**src/rtl/aperture_remap.sv**
```systemverilog
module aperture_remap #(
  parameter int ADDR_W = 32
) (
  input  logic              clk,
  input  logic              rst_n,
  input  logic              cfg_we,
  input  logic [4:0]        cfg_addr,
  input  logic [31:0]       cfg_wdata,
  output logic [31:0]       cfg_rdata,
  input  logic              ar_in_valid,
  input  logic [ADDR_W-1:0] ar_in_addr,
  output logic              ar_in_ready,
  output logic              ar_out_valid,
  output logic [ADDR_W-1:0] ar_out_addr,
  output logic [3:0]        ar_out_slave,
  input  logic              ar_out_ready,
  output logic              ar_decerr,
  input  logic              aw_in_valid,
  input  logic [ADDR_W-1:0] aw_in_addr,
  output logic              aw_in_ready,
  output logic              aw_out_valid,
  output logic [ADDR_W-1:0] aw_out_addr,
  output logic [3:0]        aw_out_slave,
  input  logic              aw_out_ready,
  output logic              aw_decerr
);
  localparam int NIB   = 4;
  localparam int NAPER = 1 << NIB;
  localparam int TBL_W = NAPER * NIB;
  localparam int LOW_W = ADDR_W - NIB;

  logic [TBL_W-1:0] sel_stg, off_stg, sel_act, off_act;
  logic             pending;
  logic [2:0]       widx;

  assign widx = cfg_addr[4:2];

  function automatic logic [NIB-1:0] pick(input logic [TBL_W-1:0] t, input logic [NIB-1:0] i);
    return t[i*NIB +: NIB];
  endfunction

  logic [NIB-1:0] ar_idx, aw_idx;
  logic           ar_hit, aw_hit, ar_stall, aw_stall;

  assign ar_idx       = ar_in_addr[ADDR_W-1 -: NIB];
  assign aw_idx       = aw_in_addr[ADDR_W-1 -: NIB];
  assign ar_out_slave = pick(sel_act, ar_idx);
  assign aw_out_slave = pick(sel_act, aw_idx);
  assign ar_hit       = ar_out_slave != '0;
  assign aw_hit       = aw_out_slave != '0;
  assign ar_out_addr  = {pick(off_act, ar_idx), ar_in_addr[LOW_W-1:0]};
  assign aw_out_addr  = {pick(off_act, aw_idx), aw_in_addr[LOW_W-1:0]};
  assign ar_out_valid = ar_in_valid & ar_hit;
  assign aw_out_valid = aw_in_valid & aw_hit;
  assign ar_in_ready  = ar_hit ? ar_out_ready : 1'b1;
  assign aw_in_ready  = aw_hit ? aw_out_ready : 1'b1;
  assign ar_decerr    = ar_in_valid & ~ar_hit;
  assign aw_decerr    = aw_in_valid & ~aw_hit;
  assign ar_stall     = ar_in_valid & ~ar_in_ready;
  assign aw_stall     = aw_in_valid & ~aw_in_ready;

  always_comb begin
    case (widx)
      3'd0:    cfg_rdata = sel_stg[31:0];
      3'd1:    cfg_rdata = sel_stg[63:32];
      3'd2:    cfg_rdata = off_stg[31:0];
      3'd3:    cfg_rdata = off_stg[63:32];
      default: cfg_rdata = '0;
    endcase
  end

  always_ff @(posedge clk) begin
    if (!rst_n) begin
      sel_stg <= '0;
      off_stg <= '0;
    end else if (cfg_we) begin
      case (widx)
        3'd0:    sel_stg[31:0]  <= cfg_wdata;
        3'd1:    sel_stg[63:32] <= cfg_wdata;
        3'd2:    off_stg[31:0]  <= cfg_wdata;
        3'd3:    off_stg[63:32] <= cfg_wdata;
        default: ;
      endcase
    end
  end

  always_ff @(posedge clk) begin
    if (!rst_n) begin
      sel_act <= '0;
      off_act <= '0;
      pending <= 1'b0;
    end else begin
      if (pending && !ar_stall && !aw_stall) begin
        sel_act <= sel_stg;
        off_act <= off_stg;
        pending <= 1'b0;
      end
      if (cfg_we && widx == 3'd4 && cfg_wdata[0])
        pending <= 1'b1;
    end
  end

  assert_fwd_mapped_R5: assert property (@(posedge clk) disable iff (!rst_n)
    (ar_out_valid |-> ar_out_slave != '0) and (aw_out_valid |-> aw_out_slave != '0));

  assert_err_excl_R5: assert property (@(posedge clk) disable iff (!rst_n)
    !(ar_decerr && ar_out_valid) && !(aw_decerr && aw_out_valid));

  assert_map_frozen_R7: assert property (@(posedge clk) disable iff (!rst_n)
    (ar_stall || aw_stall) |=> ($stable(sel_act) && $stable(off_act)));

  assert_low_pass_R2: assert property (@(posedge clk) disable iff (!rst_n)
    ar_out_valid |-> ar_out_addr[LOW_W-1:0] == ar_in_addr[LOW_W-1:0]);

  assert_commit_gated_R4: assert property (@(posedge clk) disable iff (!rst_n)
    (!pending) |=> ($stable(sel_act) && $stable(off_act)));

  assert_handshake_R6: assert property (@(posedge clk) disable iff (!rst_n)
    ar_out_valid |-> ar_in_ready == ar_out_ready);
endmodule

```
**config.mk**
```make
export PLATFORM = sky130hd
export DESIGN_NAME = aperture_remap
export DESIGN_NICKNAME = d
export VERILOG_FILES = /design/src/rtl/aperture_remap.sv
export SDC_FILE = /design/constraint.sdc
export NUM_CORES = 1
export LEC_CHECK = 0
export ABC_AREA = 0
export BUFFER_PORTS_ARGS = -buffer_cell sky130_fd_sc_hd__buf_4
export CAP_MARGIN = 20
export CELL_PAD_IN_SITES_DETAIL_PLACEMENT = 0
export CELL_PAD_IN_SITES_GLOBAL_PLACEMENT = 1
export CORE_MARGIN = 2
export CORE_UTILIZATION = 39
export CTS_CLUSTER_SIZE = 28
export DETAILED_ROUTE_END_ITERATION = 10
export PLACE_DENSITY_LB_ADDON = 0.08
export SETUP_SLACK_MARGIN = 0.4
export SYNTH_ARGS = -nofsm -noshare
export SYNTH_HDL_FRONTEND = slang
export SYNTH_SLANG_ARGS = --single-unit
```
**constraint.sdc**
```tcl
create_clock -name clk -period 2.8 [get_ports clk]
set_input_delay 0.42 -clock clk [delete_from_list [all_inputs] [get_ports clk]]
set_output_delay 0.42 -clock clk [all_outputs]
set_load 0.01 [all_outputs]
```
Yosys cells after proc, flatten, opt, wreduce, memory -nomap -nowiden
Cells that the tools add are included.
Cells by class
  eq/ne operators: 4
  shifts and indexed selects: 4
  muxes and demuxes: 5
  bitwise logic cells: 10
  reductions and logical operators: 14
Operators with widths (count)
  indexed part select 64 x 7 -> 4 bit: 4
  one-hot mux 32 bit (4 select lines): 1
  AND reduction 2 bit: 4
  nonzero test 4 bit: 2
  AND 1 bit: 6
  == test 3 x 2 -> 1 bit, second input constant: 2
  logical AND 1 bit: 4
  two-way mux 1 bit: 4
  inverter 1 bit: 4
  == test 3 x 1 -> 1 bit, second input constant: 1
  == test 3 bit, second input constant: 1
  logical NOT 3 bit: 1
  logical NOT 1 bit: 2
  nonzero test 2 bit: 1
Storage, ports and cells
  flip-flop bits (word level): 257
  input bits: 108
  output and inout bits: 110
  word-level logic and storage cells: 44

Depth between registers and ports, before layout
Gate-level depths: netlist of the first run.
  word-level depth: 10
  gate-level depth with buffers: 11
  depth with buffers taken out: 6

Worst setup path before layout of the first run
OpenSTA, ideal clock, no wires.
  kind: input port to output port
  start point: input ar_in_addr[28]
  end point: output ar_out_addr[28]
  arrival: 2.432 ns
  required time: 2.380 ns
  path slack: -0.052 ns
  cell stages on the path: 5
  path buffers: 3
  path through: buf_6 -> buf_2 -> buf_1 -> mux4_2 -> mux4_2
Between the ends
  longest elaborated chain between the ends: 1
Ends and longest elaborated chain
  from (decl): RTL line 11  | input logic [ADDR_W-1:0] ar_in_addr,
  indexed part select 64 x 7 -> 4 bit: RTL line 39  | return t[i*NIB +: NIB];
  to (decl): RTL line 14  | output logic [ADDR_W-1:0] ar_out_addr,
No other way between the ends.

Worst setup path after layout of the first run
  start point: register sel_act[12]
  end point: output aw_decerr
Between the ends
  longest elaborated chain between the ends: 4
Ends and longest elaborated chain
  from (decl): RTL line 32  | logic [TBL_W-1:0] sel_stg, off_stg, sel_act, off_act;
  from (signal assigned): RTL line 94  | sel_act <= sel_stg;
  indexed part select 64 x 7 -> 4 bit: RTL line 39
  nonzero test 4 bit: RTL line 50  | assign aw_hit = aw_out_slave != '0;
  inverter 1 bit: RTL line 58  | assign aw_decerr = aw_in_valid & ~aw_hit;
  AND 1 bit: RTL line 58
  to (decl): RTL line 25  | output logic aw_decerr
No other way between the ends.

==> flow_summary.yaml, run 1 <==
synth:
  synth_top_area_share_pct: 39.2
  synthCells: 1434
  synthesis.nets: 1542
  synthTopCellsByArea: "dfxtp_1 (39%), nand2_1 (16%), mux4_2 (11%), mux2i_1 (9.8%), a21boi_0 (7.4%)"
  synth_cell_types: 31
  ys_ff_latch: 257
  syn_area_um2: 13100
  syn_area_per_cell_um2: 9.16
  synth_warnings: 0
  async_flop_share_pct: 0
  synth.largest_area_cell: "dfxtp_1"
  yosys_most_used_dff: "dfxtp_1"
  synth_edf_count: 0
  seq_area_frac_synth_pct: 39.2
worst_setup_path:
  cpPeakStageDelay_ns: 0.52
  r2r-end: "off_act[36]$_SDFFE_PN0P_"
  cp_slowest_cell: "mux4_2"
  crit_fanout: 3
  r2r_setup_slack_ns: -0.02
  worst_setup_path_start_kind: "register"
  r2r.worst_path.cells: 12
  path_cells: "mux4_2 -> a22oi_2 -> nand3_2 -> buf_6 -> nor4_4 -> and2_1 -> buf_4"
  worstSetupPathType: "register to primary output"
  critPathRequiredTime_ns: 2.38
  endpoint_kind: "primary output"
  arrival_ns: 2.46
  crit_path_start: "sel_act[12]$_SDFFE_PN0P_"
  reg2reg_from: "sel_act[15]$_SDFFE_PN0P_"
global_routing:
  grt_use_total_pct: 23.7
  grt_antenna_before_repair: 1
  grt_max_degree: 105
  grt_pass1_vias: 10315
  grt_first_pass_wirelength_um: 63800
  grt-ovfl-total: 0
clock_network:
  h-tree-depth: 1
  cts_tree: "done"
  clockBufferDepth: 3
  path_clk_slew_ns: 0.06
  cts_buffers: 30
  clockRootBuffer: "clkbuf_16"
  clock_latency_ns: 0.55
  cts.sinks: 257
hold_path:
  whs_endpoint: "off_stg[41]$_SDFFE_PN0P_"
  worstHoldStart: "cfg_wdata[9]"
  hp-class: "primary input to register"
  hold_depth: 3
drt:
  first_iter_violations: 778
  wire_per_inst_um: 21.3
  drc_errors: 0
  firstDrtPassIters: 5
  via_count: 10502
  routed_wirelength_um: 42300
  viasPerCell: 5.29
  drtAntennaViolNets: 0
cells_and_area:
  drive_gt1_share_pct: 24.8
  antenna_cells: 0
  stdcell_area_um2: 16300
  layout.nets: 1621
  area_growth_pct: 24.5
die:
  die_x_um: 187
  coreArea_um2: 33400
  die-area_um2: 35200
  rows: 67
  die_h_um: 187
  start_util_pct: 39.4
  top_level_ports: 218
timing:
  period_needed_ns: 2.88
  slew_headroom_pct: 46.7
  setup-tns-final_ns: -0.507
  report.final.slew_viol_count: 0
  post-route-period-util_pct: 103
  rsz0062_at_grt: "true"
  fmax_mhz: 347
  hold_viol: 0
  worst_pin_slew_ns: 0.794
  fin_skew_ns: 0.00873
  fin_ws_ns: -0.0827
  setup_viol: 27
  whs_ns: 0.160
run_status:
  outcome: "complete, but fails checks"
  failed_checks: "negative setup slack"
power_and_ir_drop:
  p_leak_nw: 5.79
  vdd_drop_max_uv: 484
  powerDensity_nw_per_um2: 519
job:
  cap_viol_max_count: 0
place:
  portBuffers: 103
  gp_congestion: 0.825
  hpwl_um: 27700
  place_area_um2: 14200
cells in the mapped netlist (all sizes together), types with 2 or more instances:
master and instances:
nand2 556, dfxtp 257, a21boi 129, mux2i 128, clkbuf 93, buf 81, a22oi 72, mux4 72
nand3 17, nor2b 8, and2 6, nor2 2, nor3 2, nor3b 2, nor4 2, o41ai 2
or2 2
cell type report:
class	instances	area, µm²
Tap cell	448	561
Clock buffer	46	952
Timing Repair Buffer	221	2600
Sequential cell	257	5160
Multi-Input combinational cell	1003	6960
Clock inverter	10	109
Fill cell	3218	17000
cell usage in the layout (no fill, tap or decap), types with 2 or more instances in the layout:
cell / count
nand2_1: 556
dfxtp_1: 245
a21boi_0: 129
mux2i_1: 128
buf_4: 125
mux4_2: 70
a22oi_1: 65
buf_6: 41
clkbuf_16: 33
buf_12: 33
buf_16: 14
clkbuf_8: 12
dfxtp_2: 12
nand3_1: 9
nor2b_1: 8
nand3_2: 7
a22oi_2: 6
and2_1: 6
clkinv_2: 5
buf_8: 5
clkbuf_1: 3
nor3b_2: 2
nor2_1: 2
mux4_1: 2
nor4_4: 2
o41ai_4: 2
clkinvlp_4: 2
bufinv_16: 2
cells by family (layout without fill, tap and decap cells):
family,after synthesis,in the layout,share of synthesized area (%)
multiplexers,200,200,22.3
flip-flops,257,257,39.2
buffers and inverters,174,277,8.60
AO/OA/AOI/OAI,204,204,12.0
AND/OR/NAND/NOR,599,599,17.9
layer usage:
layer  vias up  global-route usage, %  part of all wire, %
met5         -                      0                0.026
met4         2                   7.72                  3.3
met3        72                   2.99                  4.8
met2       263                   38.2                   46
met1      5149                   33.0                   46
li1       5016                      -                    -
report_power, final:
group / internal, W / total [W] / switching (W)
clock: 0.00251 / 0.00413 / 0.00161
combinational: 0.000265 / 0.000626 / 0.000361
sequential: 0.00370 / 0.00373 / 0.0000326
total: 0.00648 / 0.00848 / 0.00201
through the flow:
stage	total power, W	util (%)	worst slack (ns)	cells
after global routing	0.00877	49.0	-0.186	1985
final	0.00848	49.0	-0.0827	1985
after CTS	0.00858	48.5	-0.112	1978
after floorplan	0.00420	-	0.181	1434
after global placement	0.00438	42.5	-0.0948	1878
after detailed placement	0.00439	42.5	-0.115	1878
how the worst max path moves through the flow:
stage                     slack, ns                        to
after floorplan                0.18  off_act[10]$_SDFFE_PN0P_
after global placement        -0.09  off_act[24]$_SDFFE_PN0P_
after detailed placement      -0.12  off_act[29]$_SDFFE_PN0P_
after CTS                     -0.11                 ar_decerr
after global routing          -0.19                 ar_decerr
final                         -0.08                 aw_decerr
sequential cells by signal, summed over array words and instances, names as in the netlist:
name and count:
sel_act 64, pending 1, sel_stg 64, off_stg 64
off_act 64
repair_timing:
item,CTS,global route
hold buffers,0,0
hold endpoints to repair,0,0
endpoints found under the setup margin,132,150
resized for setup,78,23
buffers inserted,32,5
gates cloned,12,2
pin swaps,14,9
worst max-delay path: cells and delay by family, from the launching register on:
family	cells	cell delay [ns]
compound gates	1	0.19
buf+inv	2	0.25
flops	1	0.34
mux	1	0.52
simple gates	3	0.60
No activity file was read; power rests on OpenSTA's default activity.
==> run 2: changes to the inputs <==
--- a/config.mk
+++ b/config.mk
@@ -11,7 +11,7 @@
 export CELL_PAD_IN_SITES_DETAIL_PLACEMENT = 0
 export CELL_PAD_IN_SITES_GLOBAL_PLACEMENT = 1
 export CORE_MARGIN = 2
-export CORE_UTILIZATION = 39
+export CORE_UTILIZATION = 40
 export CTS_CLUSTER_SIZE = 28
 export DETAILED_ROUTE_END_ITERATION = 10
 export PLACE_DENSITY_LB_ADDON = 0.08
==> constraint.sdc (replaced) <==
create_clock -name clk -period 3.5 [get_ports clk]
set_input_delay 0.525 -clock clk [delete_from_list [all_inputs] [get_ports clk]]
set_output_delay 0.525 -clock clk [all_outputs]
set_load 0.01 [all_outputs]
==> run 2 against run 1 <==
  * The flow now finishes without violations
  * Die area fell by 2.4%
  * Critical endpoint is now aw_out_addr[30]
  * Non-clock buffer count fell by 82
  * Sequential power is 20% lower
  * Flip-flop and latch count did not move
  * Worst hold slack better by 0.11 ns
  * Critical path depth decreased by 1
==> flow_summary.yaml, run 2 (synthesis results as in run 1) <==
drt:
  via_count: 10021
  drtAntennaViolNets: 0
  drc_errors: 0
  firstDrtPassIters: 5
  viasPerCell: 5.30
  first_iter_violations: 733
  routed_wirelength_um: 40100
  wire_per_inst_um: 21.2
worst_setup_path:
  critPathRequiredTime_ns: 2.97
  worst-path-buf-inv: 4
  worstSetupPathType: "primary input to primary output"
  worst_setup_path_start_kind: "primary input"
  cp_top_family: "multiplexers"
  crit_fanout: 12
  cp_slowest_cell: "mux4_2"
  cpPeakStageDelay_ns: 0.56
  arrival_ns: 2.46
  cpMostUsedCell: "buf_4"
  endpoint_kind: "primary output"
  r2r_setup_slack_ns: 0.80
  path_cells: "buf_4 -> buf_4 -> buf_4 -> mux4_2 -> mux4_2 -> buf_4"
die:
  die-area_um2: 34300
  coreArea_um2: 32500
  rows: 66
  die_h_um: 185
  top_level_ports: 218
  start_util_pct: 40.5
  die_x_um: 185
timing:
  report.final.slew_viol_count: 0
  hold_viol: 0
  period_needed_ns: 2.98
  worst_pin_slew_ns: 0.601
  fin_skew_ns: 0.0119
  setup_viol: 0
  slew_headroom_pct: 59.6
  post-route-period-util_pct: 85.2
  whs_ns: 0.270
  fmax_mhz: 335
  rsz0062_at_grt: "false"
  setup-tns-final_ns: 0
place:
  gp_congestion: 0.793
  portBuffers: 103
  hpwl_um: 27000
clock_network:
  cts_hold_buf: 0
  h-tree-depth: 1
  cts_buffers: 29
  clock_latency_ns: 0.54
  cts_tree: "done"
  clockRootBuffer: "clkbuf_16"
  cts.sinks: 257
  path_clk_slew_ns: 0.06
  clockBufferDepth: 3
global_routing:
  grt_first_pass_wirelength_um: 59800
  grt_max_degree: 117
  grt_antenna_before_repair: 0
  grt_pass1_vias: 9685
  grt_use_total_pct: 23.3
  grt-ovfl-total: 0
cells_and_area:
  drive_gt1_share_pct: 18.4
  layout.nets: 1538
  final_common_cell: "nand2_1"
  antenna_cells: 0
  mostFrequentLayoutCells: "nand2_1 (556), dfxtp_1 (257), a21boi_0 (129), mux2i_1 (128), buf_4 (127)"
  area_growth_pct: 12.4
power_and_ir_drop:
  powerDensity_nw_per_um2: 439
  p_leak_nw: 5.06
  vdd_drop_max_uv: 328
  p_total_w: 0.00647
hold_path:
  hp-class: "primary input to register"
run_status:
  outcome: "finished, final reports clean"
job:
  cap_viol_max_count: 0
==> run 2: cell types whose count changed in the layout (fill, tap and decap cells not counted), moves of 4 or more <==
cell	before	now
mux4_1	2	7
clkbuf_1	3	7
buf_12	33	10
mux4_2	70	65
clkbuf_16	33	29
buf_16	14	0
dfxtp_1	245	257
buf_6	41	1
buf_8	5	1
dfxtp_2	12	0
==> run 2: what timing repair did <==
item                       4_1_cts  5_1_grt
buffers inserted                 0        0
setup endpoints to repair        0        6
resized for setup                0        9
==> run 2: per-layer routing <==
metal	GRT usage [%]	up-vias	wire length [µm]	part of all wire, %
met5	0	-	0	0
met4	6.60	0	1080	2.7
met3	2.46	75	1620	4.0
met2	39.0	234	19200	48
met1	31.9	4872	18300	46
li1	-	4840	-	-
==> run 2: tightest hold or removal path, cell delays in order <==
cell      delay (ns)
buf_4           0.13
nand2_1         0.05
a21boi_0        0.06
==> run 2: final cells by class <==
class | instances | area (µm²)
clock inverters | 5 | 75.1
fillers | 3240 | 17700
clock buffers | 45 | 876
flip-flops and latches | 257 | 5140
repair buffers | 139 | 1180
multi-input cells | 1003 | 6930
well taps | 442 | 553
==> run 2: per-stage QoR <==
stage	util (%)	setup slack [ns]	instances	instance area, µm²
3_3_place_gp	42.4	0.308	1841	13800
2_1_floorplan	-	0.438	1434	13100
5_1_grt	45.5	0.416	1891	14800
3_5_place_dp	42.4	0.265	1841	13800
4_1_cts	45.3	0.408	1891	14700
6_report	45.5	0.518	1891	14800
==> run 2: where the power goes <==
part / total [W] / leakage, nW / internal [W] / switching, W
combinational: 0.000426 / 2.52 / 0.000154 / 0.000272
sequential: 0.00298 / 2.07 / 0.00296 / 0.0000260
clock: 0.00306 / 0.470 / 0.00184 / 0.00122
total: 0.00647 / 5.06 / 0.00496 / 0.00152
==> run 2: path summary, 6_finish.rpt <==
| check | start | end | cells past startpoint |
|---|---|---|---|
| worst max-delay path | aw_in_addr[28] | aw_out_addr[30] | 6 |
| worst min-delay path | cfg_wdata[7] | off_stg[7]$_SDFFE_PN0P_ | 3 |
| worst max register to register | sel_act[6]$_SDFFE_PN0P_ | sel_act[2]$_SDFFE_PN0P_ | 8 |
| worst min register to register | sel_act[34]$_SDFFE_PN0P_ | sel_act[34]$_SDFFE_PN0P_ | 2 |
==> run 3: changes to the inputs <==
--- a/config.mk
+++ b/config.mk
@@ -12,6 +12,7 @@
 export CELL_PAD_IN_SITES_GLOBAL_PLACEMENT = 1
 export CORE_MARGIN = 2
 export CORE_UTILIZATION = 40
+export CTS_BUF_LIST = sky130_fd_sc_hd__clkbuf_4
 export CTS_CLUSTER_SIZE = 28
 export DETAILED_ROUTE_END_ITERATION = 10
 export PLACE_DENSITY_LB_ADDON = 0.08
==> run 3 against run 2 <==
  * Power decreased by 4.2%
  * Final area increased by 0.22%
  * Cell count increased by 4.7%
  * Sequential power about the same
  * Flip-flop and latch count unchanged
  * Critical endpoint is now ar_decerr
  * Critical path depth unchanged
  * Critical path type is now register to primary output
  * Worst setup slack got worse by 0.032 ns
==> flow_summary.yaml, run 3 (synthesis results as in run 1) <==
run_status:
  outcome: "finished, final reports clean"
die:
  die-area_um2: 34300
  coreArea_um2: 32500
  die_h_um: 185
  top_level_ports: 218
  rows: 66
  start_util_pct: 40.5
  die_x_um: 185
drt:
  wire_per_inst_um: 20.5
  viasPerCell: 5.22
  drc_errors: 0
  via_count: 10335
  first_iter_violations: 706
  firstDrtPassIters: 5
  drtAntennaViolNets: 0
  routed_wirelength_um: 40600
global_routing:
  grt_antenna_before_repair: 1
  grt-ovfl-total: 0
  grt_use_total_pct: 24.0
  grt_pass1_vias: 10121
  grt_first_pass_wirelength_um: 60900
  grt_max_degree: 117
timing:
  post-route-period-util_pct: 86.1
  report.final.slew_viol_count: 0
  slew_headroom_pct: 60.9
  fmax_mhz: 332
  worst_pin_slew_ns: 0.582
  setup-tns-final_ns: 0
  setup_viol: 0
  hold_viol: 0
  period_needed_ns: 3.01
  fin_skew_ns: 0.0359
  rsz0062_at_grt: "true"
worst_setup_path:
  arrival_ns: 2.49
  r2r.worst_path.cells: 9
  r2r_setup_slack_ns: 0.82
  critPathRequiredTime_ns: 2.97
  reg2reg_from: "sel_act[15]$_SDFFE_PN0P_"
  crit_fanout: 3
  r2r-end: "sel_act[46]$_SDFFE_PN0P_"
  endpoint_kind: "primary output"
  worstSetupPathType: "register to primary output"
  worst_setup_path_start_kind: "register"
place:
  gp_congestion: 0.793
  portBuffers: 103
  place_area_um2: 13800
  hpwl_um: 27000
  place_inst: 1841
clock_network:
  path_clk_slew_ns: 0.07
  cts_hold_buf: 0
  cts_buffers: 76
  cts.sinks: 257
  clockRootBuffer: "clkbuf_4"
  h-tree-depth: 3
  clock_latency_ns: 0.70
  clockBufferDepth: 3
  cts_tree: "done"
cells_and_area:
  area_growth_pct: 12.6
  stdcell_area_um2: 14800
  mostFrequentLayoutCells: "nand2_1 (556), dfxtp_1 (256), buf_4 (133), a21boi_0 (129), mux2i_1 (128)"
  drive_gt1_share_pct: 22.8
  final_common_cell: "nand2_1"
  finish.cell_count_without_fillers: 1979
  fin_util_pct: 45.6
  layout.nets: 1590
power_and_ir_drop:
  vdd_drop_max_uv: 323
  p_total_w: 0.00620
  p_leak_nw: 5.19
  powerDensity_nw_per_um2: 419
hold_path:
  whs_endpoint: "off_stg[46]$_SDFFE_PN0P_"
  hp-class: "primary input to register"
  hold_depth: 3
  worstHoldStart: "cfg_wdata[14]"
job:
  cap_viol_max_count: 0
-- run 3: cell types whose count changed in the layout (fill, tap and decap cells not counted), moves of 6 or more --
cell / previous run / this run
clkbuf_4: 0 / 113
clkbuf_16: 29 / 0
clkinv_1: 0 / 19
clkbuf_1: 7 / 0
buf_4: 127 / 133
clkbuf_8: 9 / 0
-- run 3: per-stage QoR --
step	hold slack, ns	setup WS, ns
floorplan	0.438	0.438
global placement	0.451	0.308
detailed placement	0.459	0.265
CTS	0.0680	0.415
global route	0.0937	0.376
finish	0.127	0.486
-- run 3: worst max-delay path, cell delays in order, from the launching register on --
cell and delay (ns):
dfxtp_2 0.32, mux4_2 0.54, a22oi_4 0.24, nand3_4 0.11, nor4_4 0.31, and2_1 0.16
buf_4 0.11
-- run 3: what timing repair did --
item                                    in CTS  in global routing
resized for setup                           10                  6
pin swaps                                    2                  8
setup buffers                                1                  4
endpoints found under the setup margin       6                  6
-- run 3: layer usage --
| layer | vias to the layer above | track usage (%) | share of wire [%] |
|---|---|---|---|
| met4 | 0 | 9.02 | 3.0 |
| li1 | 4995 | - | - |
| met5 | - | 0 | 0 |
| met1 | 4963 | 31.9 | 45 |
| met3 | 89 | 3.93 | 5.0 |
| met2 | 288 | 39.1 | 47 |
-- run 3: power breakdown --
group	internal, W	switching, W	total (W)	leakage, nW
Sequential	0.00296	0.0000261	0.00298	2.07
Clock	0.00147	0.00133	0.00279	0.550
Combinational	0.000154	0.000271	0.000425	2.56
Total	0.00458	0.00162	0.00620	5.19
-- run 3: worst max path at each step --
stage	start	to	slack [ns]	cells past startpoint
floorplan	ar_in_addr[28]	ar_out_addr[28]	0.44	5
global placement	aw_in_addr[28]	sel_act[42]$_SDFFE_PN0P_	0.31	10
detailed placement	aw_in_addr[28]	sel_act[10]$_SDFFE_PN0P_	0.27	10
CTS	sel_act[9]$_SDFFE_PN0P_	ar_decerr	0.41	6
global route	sel_act[9]$_SDFFE_PN0P_	aw_decerr	0.38	6
finish	sel_act[15]$_SDFFE_PN0P_	ar_decerr	0.49	6
-- run 3: layout make-up --
type / count / area (µm²)
clock inverters: 19 / 71.3
diodes: 1 / 2.50
clock buffers: 113 / 848
fillers: 3297 / 17700
flip-flops and latches: 257 / 5150
repair buffers: 144 / 1210
well taps: 442 / 553
multi-input cells: 1003 / 6950
